File: src/rtl/srp_pkg.sv
package srp_pkg;
  localparam int PIX_W      = 24;
  localparam int CTL_W      = 3;
  localparam int PAY_W      = PIX_W + CTL_W;
  localparam int FRAME_BITS = PAY_W + 3;
  localparam int PHASE_W    = $clog2(FRAME_BITS);
  localparam int HALF       = FRAME_BITS / 2;
  localparam int DE_IDX     = 0;
  localparam int PAR_IDX    = PAY_W + 1;
  localparam int STOP_IDX   = FRAME_BITS - 1;

  typedef logic [PAY_W-1:0]      payload_t;
  typedef logic [FRAME_BITS-1:0] frame_t;

  typedef struct packed {
    logic [CTL_W-1:0] ctl;
    logic [PIX_W-1:0] pix;
  } word_t;

  function automatic logic framing_ok(frame_t f);
    return f[0] && !f[STOP_IDX];
  endfunction

  function automatic payload_t frame_payload(frame_t f);
    return f[PAY_W:1];
  endfunction

  function automatic logic parity_ok(frame_t f);
    return ((^frame_payload(f)) ^ f[PAR_IDX]) == 1'b0;
  endfunction

  function automatic word_t idle_word();
    word_t w;
    w.pix = '1;
    w.ctl = '1;
    w.ctl[DE_IDX] = 1'b0;
    return w;
  endfunction

  function automatic word_t to_word(payload_t p);
    word_t w;
    w.pix = p[PIX_W-1:0];
    w.ctl = p[PAY_W-1:PIX_W];
    return w;
  endfunction
endpackage

File: src/rtl/srp_shift_in.sv
module srp_shift_in
  import srp_pkg::*;
(
  input  logic   clk,
  input  logic   rst_n,
  input  logic   clear,
  input  logic   sdata,
  output frame_t window
);
  frame_t sr_q;

  // Newest bit enters at the top, so after a full frame bit 0 holds the first bit sent.
  assign window = {sdata, sr_q[FRAME_BITS-1:1]};

  always_ff @(posedge clk or negedge rst_n) begin
    if (!rst_n)     sr_q <= '0;
    else if (clear) sr_q <= '0;
    else            sr_q <= window;
  end
endmodule

File: src/rtl/srp_frame_check.sv
module srp_frame_check
  import srp_pkg::*;
(
  input  frame_t window,
  output logic   framed,
  output logic   par_good,
  output word_t  word
);
  assign framed   = framing_ok(window);
  assign par_good = parity_ok(window);
  assign word     = to_word(frame_payload(window));
endmodule

File: src/rtl/srp_aligner.sv
module srp_aligner
  import srp_pkg::*;
#(
  parameter int LOCK_FRAMES = 3
) (
  input  logic               clk,
  input  logic               rst_n,
  input  logic               clk_present,
  input  logic               framed,
  output logic               eval,
  output logic               accept,
  output logic               locked,
  output logic               lock_next,
  output logic [PHASE_W-1:0] phase_next
);
  localparam int CNT_W = $clog2(LOCK_FRAMES + 1);
  localparam logic [PHASE_W-1:0] LAST = PHASE_W'(FRAME_BITS - 1);

  logic [PHASE_W-1:0] phase_q;
  logic [CNT_W-1:0]   cnt_q, cnt_n;

  assign eval = (phase_q == LAST);

  always_comb begin
    phase_next = phase_q;
    cnt_n      = cnt_q;
    lock_next  = locked;
    if (!clk_present) begin
      phase_next = '0;
      cnt_n      = '0;
      lock_next  = 1'b0;
    end else if (!eval) begin
      phase_next = phase_q + PHASE_W'(1);
    end else if (framed) begin
      phase_next = '0;
      if (cnt_q < CNT_W'(LOCK_FRAMES)) cnt_n = cnt_q + CNT_W'(1);
      if (cnt_q >= CNT_W'(LOCK_FRAMES - 1)) lock_next = 1'b1;
    end else begin
      // slip: stay on the last position so the next bit is tried as a frame end
      cnt_n     = '0;
      lock_next = 1'b0;
    end
  end

  assign accept = clk_present && eval && framed && lock_next;

  always_ff @(posedge clk or negedge rst_n) begin
    if (!rst_n) begin
      phase_q <= '0;
      cnt_q   <= '0;
      locked  <= 1'b0;
    end else begin
      phase_q <= phase_next;
      cnt_q   <= cnt_n;
      locked  <= lock_next;
    end
  end

  p_lock_on_frame_r2: assert property (@(posedge clk) disable iff (!rst_n)
    $rose(locked) |-> $past(eval && framed && clk_present));

  p_drop_on_bad_frame_r9: assert property (@(posedge clk) disable iff (!rst_n)
    (locked && eval && !framed && clk_present) |=> !locked);

  p_absent_clears_r6: assert property (@(posedge clk) disable iff (!rst_n)
    !clk_present |=> (!locked && phase_q == '0));

  p_wrap_on_frame_r5: assert property (@(posedge clk) disable iff (!rst_n)
    (eval && framed && clk_present) |=> (phase_q == '0));
endmodule

File: src/rtl/srp_out_stage.sv
module srp_out_stage
  import srp_pkg::*;
(
  input  logic               clk,
  input  logic               rst_n,
  input  logic               clk_present,
  input  logic               load,
  input  word_t              new_word,
  input  logic               lock_next,
  input  logic [PHASE_W-1:0] phase_next,
  output logic               pclk,
  output word_t              word
);
  word_t word_q;
  logic  pclk_q;
  logic  pclk_n;

  assign pclk_n = lock_next && (phase_next < PHASE_W'(HALF));

  always_ff @(posedge clk or negedge rst_n) begin
    if (!rst_n) begin
      word_q <= idle_word();
      pclk_q <= 1'b0;
    end else begin
      pclk_q <= pclk_n;
      if (!clk_present) word_q <= idle_word();
      else if (load)    word_q <= new_word;
    end
  end

  assign pclk = clk_present && pclk_q;
  assign word = clk_present ? word_q : idle_word();

  p_hold_without_load_r4: assert property (@(posedge clk) disable iff (!rst_n)
    (clk_present && !load) |=> (word_q == $past(word_q)));

  p_change_at_rise_r5: assert property (@(posedge clk) disable iff (!rst_n)
    (clk_present && $past(clk_present) && word_q != $past(word_q)) |-> (pclk_q && !$past(pclk_q)));
endmodule

File: src/rtl/srp_deser.sv
module srp_deser
  import srp_pkg::*;
#(
  parameter int LOCK_FRAMES = 3
) (
  input  logic             bit_clk,
  input  logic             rst_n,
  input  logic             clk_present,
  input  logic             sdata_in,
  output logic             pclk_out,
  output logic [PIX_W-1:0] pix_out,
  output logic [CTL_W-1:0] ctl_out,
  output logic             lock_out
);
  frame_t             window;
  logic               framed;
  logic               par_good;
  word_t              rx_word;
  word_t              out_word;
  logic               eval;
  logic               accept;
  logic               locked;
  logic               lock_next;
  logic [PHASE_W-1:0] phase_next;
  logic               load;

  srp_shift_in u_shift (
    .clk    (bit_clk),
    .rst_n  (rst_n),
    .clear  (!clk_present),
    .sdata  (sdata_in),
    .window (window)
  );

  srp_frame_check u_check (
    .window   (window),
    .framed   (framed),
    .par_good (par_good),
    .word     (rx_word)
  );

  srp_aligner #(.LOCK_FRAMES(LOCK_FRAMES)) u_align (
    .clk         (bit_clk),
    .rst_n       (rst_n),
    .clk_present (clk_present),
    .framed      (framed),
    .eval        (eval),
    .accept      (accept),
    .locked      (locked),
    .lock_next   (lock_next),
    .phase_next  (phase_next)
  );

  assign load = accept && par_good;

  srp_out_stage u_out (
    .clk         (bit_clk),
    .rst_n       (rst_n),
    .clk_present (clk_present),
    .load        (load),
    .new_word    (rx_word),
    .lock_next   (lock_next),
    .phase_next  (phase_next),
    .pclk        (pclk_out),
    .word        (out_word)
  );

  assign pix_out  = out_word.pix;
  assign ctl_out  = out_word.ctl;
  assign lock_out = clk_present && locked;

  p_bad_parity_no_load_r4: assert property (@(posedge bit_clk) disable iff (!rst_n)
    (accept && !par_good) |-> !load);

  p_idle_outputs_r6: assert property (@(posedge bit_clk) disable iff (!rst_n)
    !clk_present |-> (!pclk_out && !ctl_out[DE_IDX] && (&pix_out)));
endmodule

File: config.mk
export PLATFORM = sky130hd
export DESIGN_NAME = srp_deser
export DESIGN_NICKNAME = d
export VERILOG_FILES = /design/src/rtl/srp_pkg.sv /design/src/rtl/srp_shift_in.sv /design/src/rtl/srp_frame_check.sv /design/src/rtl/srp_aligner.sv /design/src/rtl/srp_out_stage.sv /design/src/rtl/srp_deser.sv
export SDC_FILE = /design/constraint.sdc
export NUM_CORES = 1
export LEC_CHECK = 0
export ABC_AREA = 0
export BUFFER_PORTS_ARGS = -buffer_cell sky130_fd_sc_hd__buf_2
export CAP_MARGIN = 20
export CORE_MARGIN = 5
export CORE_UTILIZATION = 35
export DETAILED_ROUTE_END_ITERATION = 6
export PLACE_DENSITY_LB_ADDON = 0.15
export RECOVER_POWER = 25
export SLEW_MARGIN = 20
export SYNTH_ARGS = -nofsm -noshare
export SYNTH_HDL_FRONTEND = slang
export SYNTH_SLANG_ARGS = --single-unit
File: constraint.sdc
create_clock -name bit_clk -period 2.98 [get_ports bit_clk]
set_input_delay 0 -clock bit_clk [delete_from_list [all_inputs] [get_ports bit_clk]]
set_output_delay 0 -clock bit_clk [all_outputs]
set_load 0.02 [all_outputs]
==> results.sh, run 1 <==
export IMPL_status="finished, violations left"
export IMPL_failed_checks="max-capacitance violations, max-slew violations"
export IMPL_syn_to_final_growth_pct=14.6
export IMPL_power_combinational_fraction_pct=4.8
export IMPL_initial_core_util_pct=35.3
export IMPL_share_seq_of_total_power_pct=55.3
export IMPL_cts_path_max_buffers=2
export IMPL_synth_top_cell_area_share_pct=30.5
export IMPL_cts_buffers=9
export IMPL_ys_seq_area_share_pct=51.8
export IMPL_list_of_most_frequent_post_synthesis_cells="nand2b_1, dfrtp_1, and2_1, dfstp_2, xnor2_1"
export IMPL_setup_viol_count_final=0
export IMPL_synth_flop_cell="dfrtp_1"
export IMPL_maxSlewHeadroom_pct=-21.3
export IMPL_synth_seq_cells=65
export IMPL_power_mw=1.62
export IMPL_internal_power_mw=1.24
export IMPL_clkPwrFrac_pct=39.8
export IMPL_design_final_nets=310
export IMPL_cts_reportedPaths_clkPinSlew_ns=0.07
export IMPL_yosys_area_top_type="dfrtp_1"
export IMPL_fp_coreArea_sq_um=9060
export IMPL_actual_slew_at_the_worst_max_slew_pin_ns=1.82
export IMPL_r2r_worst_path_cells=7
export IMPL_h_tree_levels=3
export IMPL_cts_sinks=65
export IMPL_gr_total_overflow=0
export IMPL_ctsRootBufferMaster="clkbuf_8"
export IMPL_design_portCount=33
export IMPL_clock_insertion_delay_worst_skew_ns=0.33
export IMPL_rsz0062_at_grt="false"
export IMPL_hold_path_depth=2
export IMPL_timing_final_crit_share_pct=77.4
export IMPL_detailroute_via_count=1860
export IMPL_synthesis_area_per_instance_sq_um=12.2
export IMPL_floorplan_die_width_microns=106
export IMPL_min_path_type="input pin to flop"
export IMPL_final_period_minus_worst_setup_slack_ns=2.31
export IMPL_place_hpwl_microns=3740
export IMPL_final_max_slew_violation_count=35
export IMPL_synth_yosys_warnings=0
export IMPL_avgRoutedWirePerCell_microns=13.6
export IMPL_hold_violations=0
export IMPL_synthesis_instances=262
export IMPL_drcViolationCount=0
export IMPL_synth_async_sr_flop_share_pct=100
export IMPL_critPathRequiredTime_ns=3.24
export IMPL_rows=35
export IMPL_wire_length_of_the_first_global_routing_pass_microns=10100
export IMPL_track_usage_pct=11.4
export IMPL_first_pass_iters=4
export IMPL_port_buffers=32
export IMPL_p_switching_mw=0.381
export IMPL_slack_of_the_worst_reg_to_reg_path_ns=0.67
export IMPL_power_density_cell_area_nw_per_um2=440
export IMPL_grt_max_degree=35
export IMPL_worst_setup_path_end_kind="flop"
export IMPL_startpoint_class="flop"
export IMPL_fp_dieArea_sq_um=11200
export IMPL_first_global_vias=2006
export IMPL_cts_repair_timing_setup_buffer_count=0
export IMPL_fin_hold_ws_ns=0.399
export IMPL_post_synth_main_area_contributors="dfrtp_1, dfstp_2, nand2b_1, mux2_4, and2_1"
export IMPL_synth_enable_flop_cells=0
export IMPL_insertedDiodeCount=0
export IMPL_finalWeightedCongestion=0.703
export IMPL_floorplan_die_height_microns=106
export IMPL_syn_num_nets=270
export IMPL_totalWireLength_microns=5710
export IMPL_drtAntennaViolNets=0
export IMPL_tritoncts="yes"
export IMPL_switching_share_of_total_power_pct=23.6
export IMPL_place_area_sq_um=3500
export IMPL_achievable_frequency_ghz=0.434
export IMPL_via_per_inst=4.45
export IMPL_critPathMaxFanout=15
export IMPL_vdd_ir_drop_max_mv=0.233
export IMPL_fin_skew_ns=0.00425
export IMPL_critPathKind="flop to flop"
export IMPL_synth_lib_cells_used_distinct=33
export IMPL_final_design_area_no_fill_sq_um=3670
export IMPL_drive_gt1_share_pct=34.2
export IMPL_drt_iter0_markers=42
export IMPL_grt_antenna_before_repair=0
export IMPL_synth_most_common_cell="nand2b_1"
export IMPL_drv_max_cap_violation_count=1
export IMPL_cp_arrival_ns=2.56
export IMPL_post_synth_instance_area_sq_um=3200
export IMPL_fin_tns_setup_ns=0
export IMPL_cellLeakagePower_nw=1.63
metrics by stage:
step	setup WS (ns)	cells	utilization, %
6_report	0.674	418	40.5
5_1_grt	0.502	418	40.5
4_1_cts	0.655	418	40.6
3_5_place_dp	0.672	400	38.6
3_3_place_gp	0.665	400	38.6
2_1_floorplan	0.855	262	-
sequential cells by signal, summed over array words and instances (netlist names):
signal / flops
u_shift.sr_q: 29
u_align.phase_q: 5
u_align.cnt_q: 2
u_out.word_q: 27
u_align.locked: 1
u_out.pclk_q: 1
layer usage:
layer	GRT usage (%)	share of wire (%)	up-vias
met5	0	0	-
met4	3.05	1.1	0
met3	4.29	3.9	5
met2	17.0	46	26
met1	15.5	49	896
li1	-	-	933
critical path: stages (launching register included):
cell,delay (ns)
dfrtp_1,0.40
xnor2_1,0.29
xnor2_2,0.16
xnor3_1,0.35
xnor3_1,0.23
o2111ai_4,0.12
buf_4,0.32
mux2_2,0.37
cells in the final DEF (no fill, tap or decap):
cell type / instances
xnor2_1: 21
nand2_1: 1
o2111ai_4: 1
xnor2_2: 1
and4_1: 1
or2_2: 1
buf_2: 30
and2_1: 19
xor2_1: 2
clkbuf_1: 7
inv_1: 2
mux2_2: 7
nand4_1: 1
nand3_1: 2
buf_4: 5
ha_1: 4
nor2_1: 6
clkinv_2: 4
nor3b_1: 2
dlygate4sd3_1: 2
nand2b_1: 53
xnor3_1: 2
mux2_4: 20
nor2b_1: 2
a31oi_1: 1
clkbuf_8: 10
dfrtp_1: 39
o22ai_1: 1
a21oi_1: 6
mux2i_1: 1
dfstp_2: 26
o21a_1: 1
o21ai_0: 3
o211a_1: 1
nor4b_1: 1
nor3_1: 4
and2_0: 16
and3_1: 1
logic make-up after synthesis:
| family | synth area share, % |
|---|---|
| AND/OR/NAND/NOR | 20.9 |
| adder cells (fa/ha/maj) | 1.56 |
| buffers and inverters | 2.23 |
| flip-flops | 51.8 |
| AO/OA/AOI/OAI | 3.16 |
| XOR/XNOR | 8.20 |
| multiplexers | 12.1 |
final cells by class:
class                           instances  area (sq um)
Sequential cell                        65          1660
Fill cell                             866          5390
Inverter                                2          7.51
Tap cell                              111           139
Multi-Input combinational cell        182          1470
Clock buffer                           12           145
Timing Repair Buffer                   42           226
Clock inverter                          4          20.0
path summary, 6_finish.rpt:
kind | from | endpoint
min reg2reg | u_shift.sr_q[29] | u_shift.sr_q[28]
max | u_shift.sr_q[10] | u_out.word_q[25]
max in group asynchronous | rst_n | u_out.word_q[25]
min in group asynchronous | rst_n | u_shift.sr_q[15]
min | clk_present | u_align.phase_q[0]
max reg2reg | u_shift.sr_q[10] | u_out.word_q[25]
power by group through the flow:
stage          clock [mW]  sequential [mW]  combinational, mW
5_1_grt             0.720            0.895             0.0924
6_report            0.644            0.895             0.0781
3_5_place_dp            0            0.910             0.0817
3_3_place_gp            0            0.910             0.0807
4_1_cts             0.676            0.894             0.0835
2_1_floorplan           0            0.909             0.0470
repair_timing:
item | in CTS | in global routing
hold buffers | 2 | 0
endpoints found under the hold margin | 19 | 0
gates resized for setup | 0 | 0
Note: power is estimated with default switching activity, not from simulation.
==> run 2: changes to the inputs <==
Clock period 2.98 ns to 2.35 ns, I/O delays scaled along.
==> run 2 against run 1 <==
The run still ends with max-capacitance violations, max-slew violations left. Utilization increased by 0.58 points. Sequential power increased by 26%. Clock skew increased by 0.0090 ns. Design area increased by 1.4%. Sequential cell count unchanged. Cell count increased by 0.96%. Non-clock buffer count increased by 4. Clock power increased by 28%. Combinational power increased by 27%. Worst setup slack got worse by 0.57 ns. Critical path type unchanged. Critical endpoint is now u_out.word_q[6]. Largest cell class unchanged.
==> results.sh, run 2 (synthesis results as in run 1) <==
export IMPL_critical_path_slowest_cell="xnor3_1"
export IMPL_syn_to_final_growth_pct=16.2
export IMPL_power_combinational_fraction_pct=4.8
export IMPL_track_usage_pct=11.2
export IMPL_place_hpwl_microns=3760
export IMPL_cts_sinks=65
export IMPL_finish_cell_count_without_fillers=422
export IMPL_rows=35
export IMPL_h_tree_levels=3
export IMPL_design_final_nets=314
export IMPL_cellLeakagePower_nw=1.66
export IMPL_largest_reg_flops=29
export IMPL_finalWeightedCongestion=0.656
export IMPL_final_max_slew_violation_count=66
export IMPL_final_period_minus_worst_setup_slack_ns=2.25
export IMPL_drv_max_cap_violation_count=1
export IMPL_vdd_ir_drop_max_mv=0.182
export IMPL_grt_max_degree=66
export IMPL_wire_length_of_the_first_global_routing_pass_microns=9880
export IMPL_global_route_usage_met1_pct=15.8
export IMPL_hold_violations=0
export IMPL_critPathRequiredTime_ns=2.61
export IMPL_switching_share_of_total_power_pct=23.6
export IMPL_final_core_utilization_pct=41.1
export IMPL_design_portCount=33
export IMPL_drt_iter0_markers=72
export IMPL_startpoint_class="flop"
export IMPL_fp_coreArea_sq_um=9060
export IMPL_drtAntennaViolNets=0
export IMPL_share_seq_of_total_power_pct=55.2
export IMPL_largest_registers_ranked_by_flip_flop_count="u_shift.sr_q (29), u_out.word_q (27), u_align.phase_q (5)"
export IMPL_grtUsageMet2_pct=15.8
export IMPL_final_design_area_no_fill_sq_um=3720
export IMPL_gr_total_overflow=0
export IMPL_tritoncts="yes"
export IMPL_worst_setup_path_end_kind="flop"
export IMPL_drive_gt1_share_pct=36.0
export IMPL_cts_reportedPaths_clkPinSlew_ns=0.07
export IMPL_grt_antenna_before_repair=0
export IMPL_fin_tns_setup_ns=0
export IMPL_status="finished, violations left"
export IMPL_rsz0062_at_grt="true"
export IMPL_cts_buffers=9
export IMPL_min_path_type="input pin to flop"
export IMPL_avgRoutedWirePerCell_microns=13.5
export IMPL_dp_cells=401
export IMPL_worst_path_buf_inv=1
export IMPL_setup_viol_count_final=0
export IMPL_floorplan_die_height_microns=106
export IMPL_multi_input_comb_area_sq_um=1470
export IMPL_critPathKind="flop to flop"
export IMPL_first_global_vias=1961
export IMPL_preCtsSetupSlack_ns=0.0395
export IMPL_cp_slowest_stage_delay_ns=0.42
export IMPL_detailroute_via_count=1884
export IMPL_actual_slew_at_the_worst_max_slew_pin_ns=1.64
export IMPL_port_buffers=32
export IMPL_maxSlewHeadroom_pct=-9.66
export IMPL_drcViolationCount=0
export IMPL_power_density_cell_area_nw_per_um2=552
export IMPL_first_pass_iters=4
export IMPL_internal_power_mw=1.57
export IMPL_timing_final_crit_share_pct=95.7
export IMPL_leading_cell_type_in_the_layout_fill_and_taps_excluded="nand2b_1"
export IMPL_fin_skew_ns=0.0132
export IMPL_p_switching_mw=0.484
export IMPL_nFillCells=892
export IMPL_crit_chain="xnor2_1 -> xnor2_1 -> xnor3_1 -> xnor3_1 -> o2111ai_4 -> buf_8 -> mux2_4"
export IMPL_failed_checks="max-capacitance violations, max-slew violations"
export IMPL_crit_family="XOR/XNOR gates"
export IMPL_critPathMaxFanout=9
export IMPL_clkPwrFrac_pct=40.0
export IMPL_insertedDiodeCount=0
export IMPL_final_cell_mix="nand2b_1, dfrtp_1, buf_2"
export IMPL_cp_arrival_ns=2.51
export IMPL_floorplan_die_width_microns=106
export IMPL_cts_path_max_buffers=2
export IMPL_totalWireLength_microns=5710
export IMPL_grt_use_met3_pct=3.67
export IMPL_grt_busiest_layer="met2"
export IMPL_fp_dieArea_sq_um=11200
export IMPL_place_area_sq_um=3510
export IMPL_via_per_inst=4.46
export IMPL_ctsRootBufferMaster="clkbuf_8"
export IMPL_clock_insertion_delay_worst_skew_ns=0.34
export IMPL_fin_ws_ns=0.100
export IMPL_sequential_cell_area_sq_um=1660
export IMPL_regMostFlops="u_shift.sr_q"
export IMPL_initial_core_util_pct=35.3
export IMPL_achievable_frequency_ghz=0.445
-- run 2: cell count changes in the layout (fill, tap and decap cells not counted) --
cell        before  now
and2_0          16   11
clkbuf_1         7    4
buf_4            5    9
buf_2           30   31
and2_1          19   24
clkinvlp_4       0    1
buf_8            0    1
buf_6            0    1
clkinv_2         4    2
clkbuf_2         0    1
-- run 2: timing repair --
item | in CTS | in global routing
gates resized for setup | 0 | 3
hold buffers | 2 | 0
endpoints found under the hold margin | 40 | 0
setup buffers | 0 | 3
setup endpoints to repair | 0 | 24
-- run 2: metal layers --
layer / part of all wire [%] / routed length [microns]
met1: 50 / 2840
met2: 45 / 2550
met3: 4.0 / 231
met4: 1.4 / 78
met5: 0 / 0
-- run 2: power by group through the flow --
stage | Combinational (mW) | Clock, mW | Sequential, mW
floorplan | 0.0595 | 0 | 1.15
global placement | 0.101 | 0 | 1.15
global route | 0.117 | 0.911 | 1.13
detailed placement | 0.101 | 0 | 1.15
CTS | 0.104 | 0.856 | 1.13
finish | 0.0988 | 0.822 | 1.13
-- run 2: worst paths after layout --
check                           slack, ns  cells past startpoint              from          endpoint
min in group asynchronous            0.70                      3             rst_n  u_shift.sr_q[13]
worst min register to register       0.49                      1  u_shift.sr_q[29]  u_shift.sr_q[28]
worst max register to register       0.10                      7   u_shift.sr_q[4]   u_out.word_q[6]
worst max-delay path                 0.10                      7   u_shift.sr_q[4]   u_out.word_q[6]
worst min-delay path                 0.08                      2       clk_present  u_shift.sr_q[15]
max in group asynchronous            0.66                      3             rst_n  u_shift.sr_q[25]
-- run 2: per-stage QoR --
stage               total power [mW]  hold slack (ns)
finish                          2.06           0.0775
global route                    2.16           0.0806
CTS                             2.09           0.0656
detailed placement              1.26            0.249
global placement                1.25            0.251
floorplan                       1.21           -0.296
-- run 2: layout make-up --
class | instances | share of cell area [%]
sequential | 65 | 44.6
multi-input combinational | 182 | 39.6
timing repair buffer | 46 | 7.46
clock buffer | 13 | 4.00
tap | 111 | 3.73
clock inverter | 3 | 0.470
inverter | 2 | 0.202
-- run 2: worst register-to-register path, delay by kind of cell (launching register included) --
| family | cells | cell delay [ns] |
|---|---|---|
| xor+xnor | 4 | 1.05 |
| compound gates | 1 | 0.21 |
| buf+inv | 1 | 0.22 |
| flops | 1 | 0.40 |
| mux | 1 | 0.30 |
